==> src/rtl/uart_irq_pkg.sv <==
package uart_irq_pkg;

  localparam int NUM_SRC = 5;

  // enable register bit positions
  localparam int EN_RXDATA  = 0;
  localparam int EN_THRE    = 1;
  localparam int EN_LINE    = 2;
  localparam int EN_MODEM   = 3;
  localparam int EN_TIMEOUT = 4;

  // priority slots, 0 is most urgent
  localparam int SLOT_LINE    = 0;
  localparam int SLOT_RXDATA  = 1;
  localparam int SLOT_TIMEOUT = 2;
  localparam int SLOT_THRE    = 3;
  localparam int SLOT_MODEM   = 4;

  localparam logic [3:0] ID_LINE    = 4'b0110;
  localparam logic [3:0] ID_RXDATA  = 4'b0100;
  localparam logic [3:0] ID_TIMEOUT = 4'b1100;
  localparam logic [3:0] ID_THRE    = 4'b0010;
  localparam logic [3:0] ID_MODEM   = 4'b0000;
  localparam logic [3:0] ID_NONE    = 4'b0001;

  typedef struct packed {
    logic setLine;
    logic clrLine;
    logic setModem;
    logic clrModem;
    logic setThre;
    logic clrThre;
    logic tmoClear;
    logic tmoTick;
  } irqStrobes_t;

  function automatic logic [3:0] slotCode(input int slot);
    case (slot)
      SLOT_LINE:    return ID_LINE;
      SLOT_RXDATA:  return ID_RXDATA;
      SLOT_TIMEOUT: return ID_TIMEOUT;
      SLOT_THRE:    return ID_THRE;
      default:      return ID_MODEM;
    endcase
  endfunction

endpackage

==> src/rtl/uart_irq_ctrl.sv <==
module uart_irq_ctrl
  import uart_irq_pkg::*;
(
  input  logic        clk,
  input  logic        rstN,
  input  logic        enWr,
  input  logic        enThreNew,
  input  logic        enThreCur,
  input  logic        lineErrEvt,
  input  logic        lsrRead,
  input  logic        modemChgEvt,
  input  logic        msrRead,
  input  logic        rxNonEmpty,
  input  logic        rxActivity,
  input  logic        charTick,
  input  logic        thrEmpty,
  input  logic        txWrite,
  input  logic        iirRead,
  input  logic [3:0]  curId,
  output irqStrobes_t strobes
);

  logic prevThr;
  logic thrRise;
  logic enRise;

  always_ff @(posedge clk) begin
    if (!rstN) prevThr <= 1'b1;
    else       prevThr <= thrEmpty;
  end

  assign thrRise = thrEmpty & ~prevThr;
  assign enRise  = enWr & enThreNew & ~enThreCur & thrEmpty;

  always_comb begin
    strobes          = '0;
    strobes.setLine  = lineErrEvt;
    strobes.clrLine  = lsrRead;
    strobes.setModem = modemChgEvt;
    strobes.clrModem = msrRead;
    strobes.setThre  = thrRise | enRise;
    strobes.clrThre  = txWrite | (iirRead & (curId == ID_THRE));
    strobes.tmoClear = ~rxNonEmpty | rxActivity;
    strobes.tmoTick  = charTick;
  end

  AST_THRE_ACK: assert property (@(posedge clk) disable iff (!rstN)
    (iirRead && curId == ID_THRE && !thrRise && !enRise) |=> (curId != ID_THRE));

  AST_THRE_WRITE: assert property (@(posedge clk) disable iff (!rstN)
    (txWrite && !thrRise && !enRise) |=> (curId != ID_THRE));

endmodule

==> src/rtl/uart_irq_datapath.sv <==
module uart_irq_datapath
  import uart_irq_pkg::*;
#(
  parameter int TMO_CHARS = 4
) (
  input  logic               clk,
  input  logic               rstN,
  input  logic               freeze,
  input  logic               enWr,
  input  logic [NUM_SRC-1:0] enData,
  input  logic               rxAvail,
  input  irqStrobes_t        strobes,
  output logic               enThreCur,
  output logic [3:0]         curId,
  output logic               irq
);

  localparam int CW = $clog2(TMO_CHARS + 1);
  localparam logic [CW-1:0] TMO_MAX = CW'(TMO_CHARS);

  logic [NUM_SRC-1:0] enReg;
  logic               linePend;
  logic               modemPend;
  logic               threPend;
  logic               rxPend;
  logic [CW-1:0]      tmoCnt;
  logic               tmoPend;
  logic [NUM_SRC-1:0] slotReq;

  always_ff @(posedge clk) begin
    if (!rstN) begin
      enReg     <= '0;
      linePend  <= 1'b0;
      modemPend <= 1'b0;
      threPend  <= 1'b0;
      rxPend    <= 1'b0;
      tmoCnt    <= '0;
    end else begin
      if (enWr) enReg <= enData;
      linePend  <= strobes.setLine  | (linePend  & ~strobes.clrLine);
      modemPend <= strobes.setModem | (modemPend & ~strobes.clrModem);
      threPend  <= strobes.setThre  | (threPend  & ~strobes.clrThre);
      rxPend    <= rxAvail;
      if (strobes.tmoClear)                       tmoCnt <= '0;
      else if (strobes.tmoTick && tmoCnt != TMO_MAX) tmoCnt <= tmoCnt + 1'b1;
    end
  end

  assign tmoPend   = (tmoCnt == TMO_MAX);
  assign enThreCur = enReg[EN_THRE];

  always_comb begin
    slotReq               = '0;
    slotReq[SLOT_LINE]    = linePend  & enReg[EN_LINE];
    slotReq[SLOT_RXDATA]  = rxPend    & enReg[EN_RXDATA];
    slotReq[SLOT_TIMEOUT] = tmoPend   & enReg[EN_TIMEOUT];
    slotReq[SLOT_THRE]    = threPend  & enReg[EN_THRE];
    slotReq[SLOT_MODEM]   = modemPend & enReg[EN_MODEM];
  end

  // lowest slot index wins: scan from the back so earlier slots override
  always_comb begin
    curId = ID_NONE;
    for (int s = NUM_SRC - 1; s >= 0; s--) begin
      if (slotReq[s]) curId = slotCode(s);
    end
  end

  assign irq = (|slotReq) & ~freeze;

  AST_LINE_HOLD: assert property (@(posedge clk) disable iff (!rstN)
    (linePend && !strobes.clrLine) |=> linePend);

  AST_MODEM_HOLD: assert property (@(posedge clk) disable iff (!rstN)
    (modemPend && !strobes.clrModem) |=> modemPend);

  AST_TMO_FLUSH: assert property (@(posedge clk) disable iff (!rstN)
    strobes.tmoClear |=> !tmoPend);

  AST_LINE_FIRST: assert property (@(posedge clk) disable iff (!rstN)
    slotReq[SLOT_LINE] |-> (curId == ID_LINE));

  AST_NONE_FLAG: assert property (@(posedge clk) disable iff (!rstN)
    curId[0] == !(|slotReq));

  AST_RX_FOLLOW: assert property (@(posedge clk) disable iff (!rstN)
    rxAvail |=> rxPend);

endmodule

==> src/rtl/uart_irq_top.sv <==
module uart_irq_top
  import uart_irq_pkg::*;
#(
  parameter int TMO_CHARS = 4
) (
  input  logic       clk,
  input  logic       rstN,
  input  logic       freeze,
  input  logic       enWr,
  input  logic [4:0] enData,
  input  logic       lineErrEvt,
  input  logic       lsrRead,
  input  logic       modemChgEvt,
  input  logic       msrRead,
  input  logic       rxAvail,
  input  logic       rxNonEmpty,
  input  logic       rxActivity,
  input  logic       charTick,
  input  logic       thrEmpty,
  input  logic       txWrite,
  input  logic       iirRead,
  output logic       irq,
  output logic [3:0] intId
);

  irqStrobes_t strobes;
  logic        enThreCur;
  logic [3:0]  curId;

  uart_irq_ctrl i_ctrl (
    .clk         (clk),
    .rstN        (rstN),
    .enWr        (enWr),
    .enThreNew   (enData[EN_THRE]),
    .enThreCur   (enThreCur),
    .lineErrEvt  (lineErrEvt),
    .lsrRead     (lsrRead),
    .modemChgEvt (modemChgEvt),
    .msrRead     (msrRead),
    .rxNonEmpty  (rxNonEmpty),
    .rxActivity  (rxActivity),
    .charTick    (charTick),
    .thrEmpty    (thrEmpty),
    .txWrite     (txWrite),
    .iirRead     (iirRead),
    .curId       (curId),
    .strobes     (strobes)
  );

  uart_irq_datapath #(.TMO_CHARS(TMO_CHARS)) i_datapath (
    .clk       (clk),
    .rstN      (rstN),
    .freeze    (freeze),
    .enWr      (enWr),
    .enData    (enData),
    .rxAvail   (rxAvail),
    .strobes   (strobes),
    .enThreCur (enThreCur),
    .curId     (curId),
    .irq       (irq)
  );

  assign intId = curId;

  AST_FREEZE_QUIET: assert property (@(posedge clk) disable iff (!rstN)
    freeze |-> !irq);

endmodule

==> config.mk <==
export PLATFORM = sky130hd
export DESIGN_NAME = uart_irq_top
export DESIGN_NICKNAME = d
export VERILOG_FILES = /design/src/rtl/uart_irq_pkg.sv /design/src/rtl/uart_irq_ctrl.sv /design/src/rtl/uart_irq_datapath.sv /design/src/rtl/uart_irq_top.sv
export SDC_FILE = /design/constraint.sdc
export NUM_CORES = 1
export LEC_CHECK = 0
export CAP_MARGIN = 15
export CORE_UTILIZATION = 44
export DETAILED_ROUTE_END_ITERATION = 12
export PLACE_DENSITY = 0.8
export SLEW_MARGIN = 20
export SYNTH_ARGS = -nofsm -noshare
export SYNTH_HDL_FRONTEND = slang
export SYNTH_HIERARCHICAL = 1
export SYNTH_SLANG_ARGS = --single-unit
export TNS_END_PERCENT = 1
==> constraint.sdc <==
create_clock -name clk -period 2.49 [get_ports clk]
set_clock_uncertainty 0.1 [all_clocks]
set_input_delay 0.747 -clock clk [delete_from_list [all_inputs] [get_ports clk]]
set_output_delay 0.747 -clock clk [all_outputs]
set_load 0.05 [all_outputs]
==> summary.md <==
| Metric | Value |
|---|---|
| Min Hold Slack | 0.428 ns |
| Worst-skew pair later-pin latency | 0.28 ns |
| CTS root buf | clkbuf_4 |
| CTS clk-pin slew, worst paths | 0.08 ns |
| GPL Wtd Cong | 0.735 |
| Synth Register Bits | 13 |
| Die area | 1630 um2 |
| Area fraction in compound gates after synthesis | 0.112 |
| Ant. Diodes | 0 |
| Min Tclk post-route | 2.38 ns |
| Synth Warn # | 6 |
| Share of cells above drive strength 1 | 0.213 |
| Initial antenna violation count | 0 |
| Core area | 1330 um2 |
| Max Cap Violations | 0 |
| Die Height | 40.4 um |
| M2 GR Usage | 0.349 |
| Worst Path Arrival | 1.53 ns |
| Clock Path Buffers | 2 |
| Sum of negative setup slack | 0 ns |
| CP startpoint kind | register |
| Met3 Track Usage GR | 0.0667 |
| Avg Cell Area, Syn | 9.69 um2 |
| Simple-gate area share of the yosys netlist | 0.258 |
| Critical path class | reg -> out |
| Vias in the first global route | 498 |
| Largest net degree at the start of global routing | 12 |
| Fmax | 421 MHz |
| Vias per cell | 5.09 |
| First drt pass iteration count | 5 |
| Mux cell area share after synthesis | 0.0925 |
| # port buffers | 24 |
| Most common cell after layout, fill and taps aside | clkdlybuf4s50_1 |
| All-Layer GR Usage | 0.201 |
| Area delta synth->final | 48.6% |
| Leakage | 0.000395 uW |
| Cell count after synthesis | 67 |
| Width of the die | 40.4 um |
| Grt peak-use layer | met2 |
| RSZ-0062 raised after global routing | false |
| Post-synthesis sequential area ratio | 0.401 |
| Wire per inst | 12.8 um |
| Nets@finish | 112 |
| First-pass GRT wire length | 2.09 mm |
| Worst Max-Slew Pin Slew | 0.350 ns |
| Num CTS Buffers | 3 |
| Adder-cell area share of the yosys netlist | 0.0385 |
| Final hold vios | 0 |
| Req. time, crit path | 1.64 ns |
| Max FO, Critical Path | 4 |
| Total gr overflow | 0 |
| Finished Cell Area | 965 um2 |
| Ports | 25 |
| Maximum vdd drop | 0.366 mV |
| Largest family of logic cells by synthesized area | simple AND/OR/NAND/NOR gates |
| Mapped Nets | 89 |
| Core Rows | 13 |
| Cell Area, Synth | 649 um2 |
| DR iter-0 viols | 6 |
| Final Cycle Share | 0.955 |
| CTS H-tree depth | 1 |
| Hold crit path type | reg -> reg |
| Unique cell type count in the Yosys netlist | 27 |
| Most frequent cells in the layout | clkdlybuf4s50_1 (19), dfxtp_1 (11), nor2b_1 (8), mux2i_1 (6), buf_12 (5) |
| Critical path capture point type | primary output |
| Total number of vias | 529 |
| Clock Sinks | 13 |
| Cell area power density | 470 nW/um2 |
| Initial Utilization | 0.487 |
| Final WL | 1.33 mm |
| DP Area | 920 um2 |
| Post-DP HPWL | 1.01 mm |
| Residual DRC | 0 |
| Slew HR | 0.766 |
| Post-Synth XOR/XNOR Area | 0.0135 |
| Post-route ant nets | 0 |
| CTS tree | yes |
| Hold Buf Count CTS | 0 |
| Total Power Consumption | 453 uW |
| Final Max Slew Viols | 0 |
| Final Setup Violations | 0 |
| Outcome | finished clean |
| GR Layer Usage met1 | 0.214 |
==> cells in the mapped netlist <==
master | count | area share
a21boi_0 | 1 | 0.012
a21boi_2 | 1 | 0.017
a21o_1 | 1 | 0.012
a21oi_1 | 1 | 0.0077
a22o_1 | 1 | 0.013
a22o_2 | 1 | 0.015
and2_1 | 1 | 0.0096
and4b_1 | 1 | 0.015
buf_2 | 1 | 0.0077
buf_4 | 5 | 0.058
clkbuf_2 | 1 | 0.0077
dfxtp_1 | 13 | 0.40
ha_1 | 2 | 0.039
inv_1 | 2 | 0.012
mux2i_1 | 6 | 0.092
nand2_1 | 3 | 0.017
nand2b_1 | 3 | 0.029
nand3_1 | 2 | 0.015
nand3b_1 | 1 | 0.012
nand4_1 | 1 | 0.0096
nor2_1 | 4 | 0.023
nor2b_1 | 8 | 0.077
nor3_1 | 1 | 0.0077
nor3b_2 | 1 | 0.019
nor4b_2 | 1 | 0.023
o21a_1 | 3 | 0.035
xnor2_1 | 1 | 0.013
==> cells by family (layout without fill, tap and decap cells) <==
logic type,Yosys count,after routing
xor gates and xnor gates,1,1
and+or+nand+nor,27,27
adders and majority gates,2,2
muxes,6,6
buffers and inverters,9,31
AOI/OAI and AO/OA,9,9
DFF,13,13
==> flip-flops by register name, indices dropped and copies added (netlist names) <==
register              cells
i_datapath/threPend       1
i_datapath/enReg          5
i_datapath/tmoCnt         3
i_datapath/modemPend      1
i_datapath/rxPend         1
i_ctrl/prevThr            1
i_datapath/linePend       1
==> timing repair <==
action,CTS,global route
gates resized for setup,1,3
setup buffers,1,0
setup endpoints to repair,2,2
==> power breakdown <==
| part | internal, uW | switching, uW |
|---|---|---|
| Combinational | 59.9 | 37.9 |
| Clock | 59.6 | 71.4 |
| Sequential | 218 | 6.64 |
| Total | 337 | 116 |
==> routing by layer <==
layer  up-vias  share of wire
met3         2          0.065
met5         -              0
met1       245           0.42
met4         0         0.0083
li1        265              -
met2        17           0.51
==> cell type report <==
cell class | instances | area (um2)
Clock inverter | 1 | 5.00
Clock buffer | 3 | 22.5
Tap cell | 15 | 18.8
Fill cell | 115 | 369
Timing Repair Buffer | 25 | 298
Sequential cell | 13 | 263
Multi-Input combinational cell | 45 | 350
Inverter | 2 | 7.51
==> critical path, cell delays in order, from the launching register on <==
cell     delay (ns)
dfxtp_2        0.35
inv_1          0.05
ha_2           0.21
nand3_2        0.10
nor3b_4        0.30
nor2_2         0.08
buf_12         0.15
==> through the flow <==
stage | util | setup WS [ns] | instances
4_1_cts | 0.720 | 0.00810 | 104
2_1_floorplan | - | 0.0521 | 67
5_1_grt | 0.723 | 0.0365 | 104
3_3_place_gp | 0.689 | 0.180 | 99
6_report | 0.723 | 0.112 | 104
3_5_place_dp | 0.689 | 0.173 | 99
==> worst paths after layout <==
check                                          from                           endpoint  slack (ns)  depth (start not counted)
setup / recovery  i_datapath/tmoCnt[0]$_SDFFE_PP0P_                                irq        0.11                          6
hold reg to reg   i_datapath/tmoCnt[0]$_SDFFE_PP0P_  i_datapath/tmoCnt[0]$_SDFFE_PP0P_        0.43                          2
setup reg to reg  i_datapath/tmoCnt[0]$_SDFFE_PP0P_     i_datapath/threPend$_SDFF_PN0_        0.58                          9
hold / removal    i_datapath/tmoCnt[0]$_SDFFE_PP0P_  i_datapath/tmoCnt[0]$_SDFFE_PP0P_        0.43                          2
Note: power is estimated with default switching activity, not from simulation.
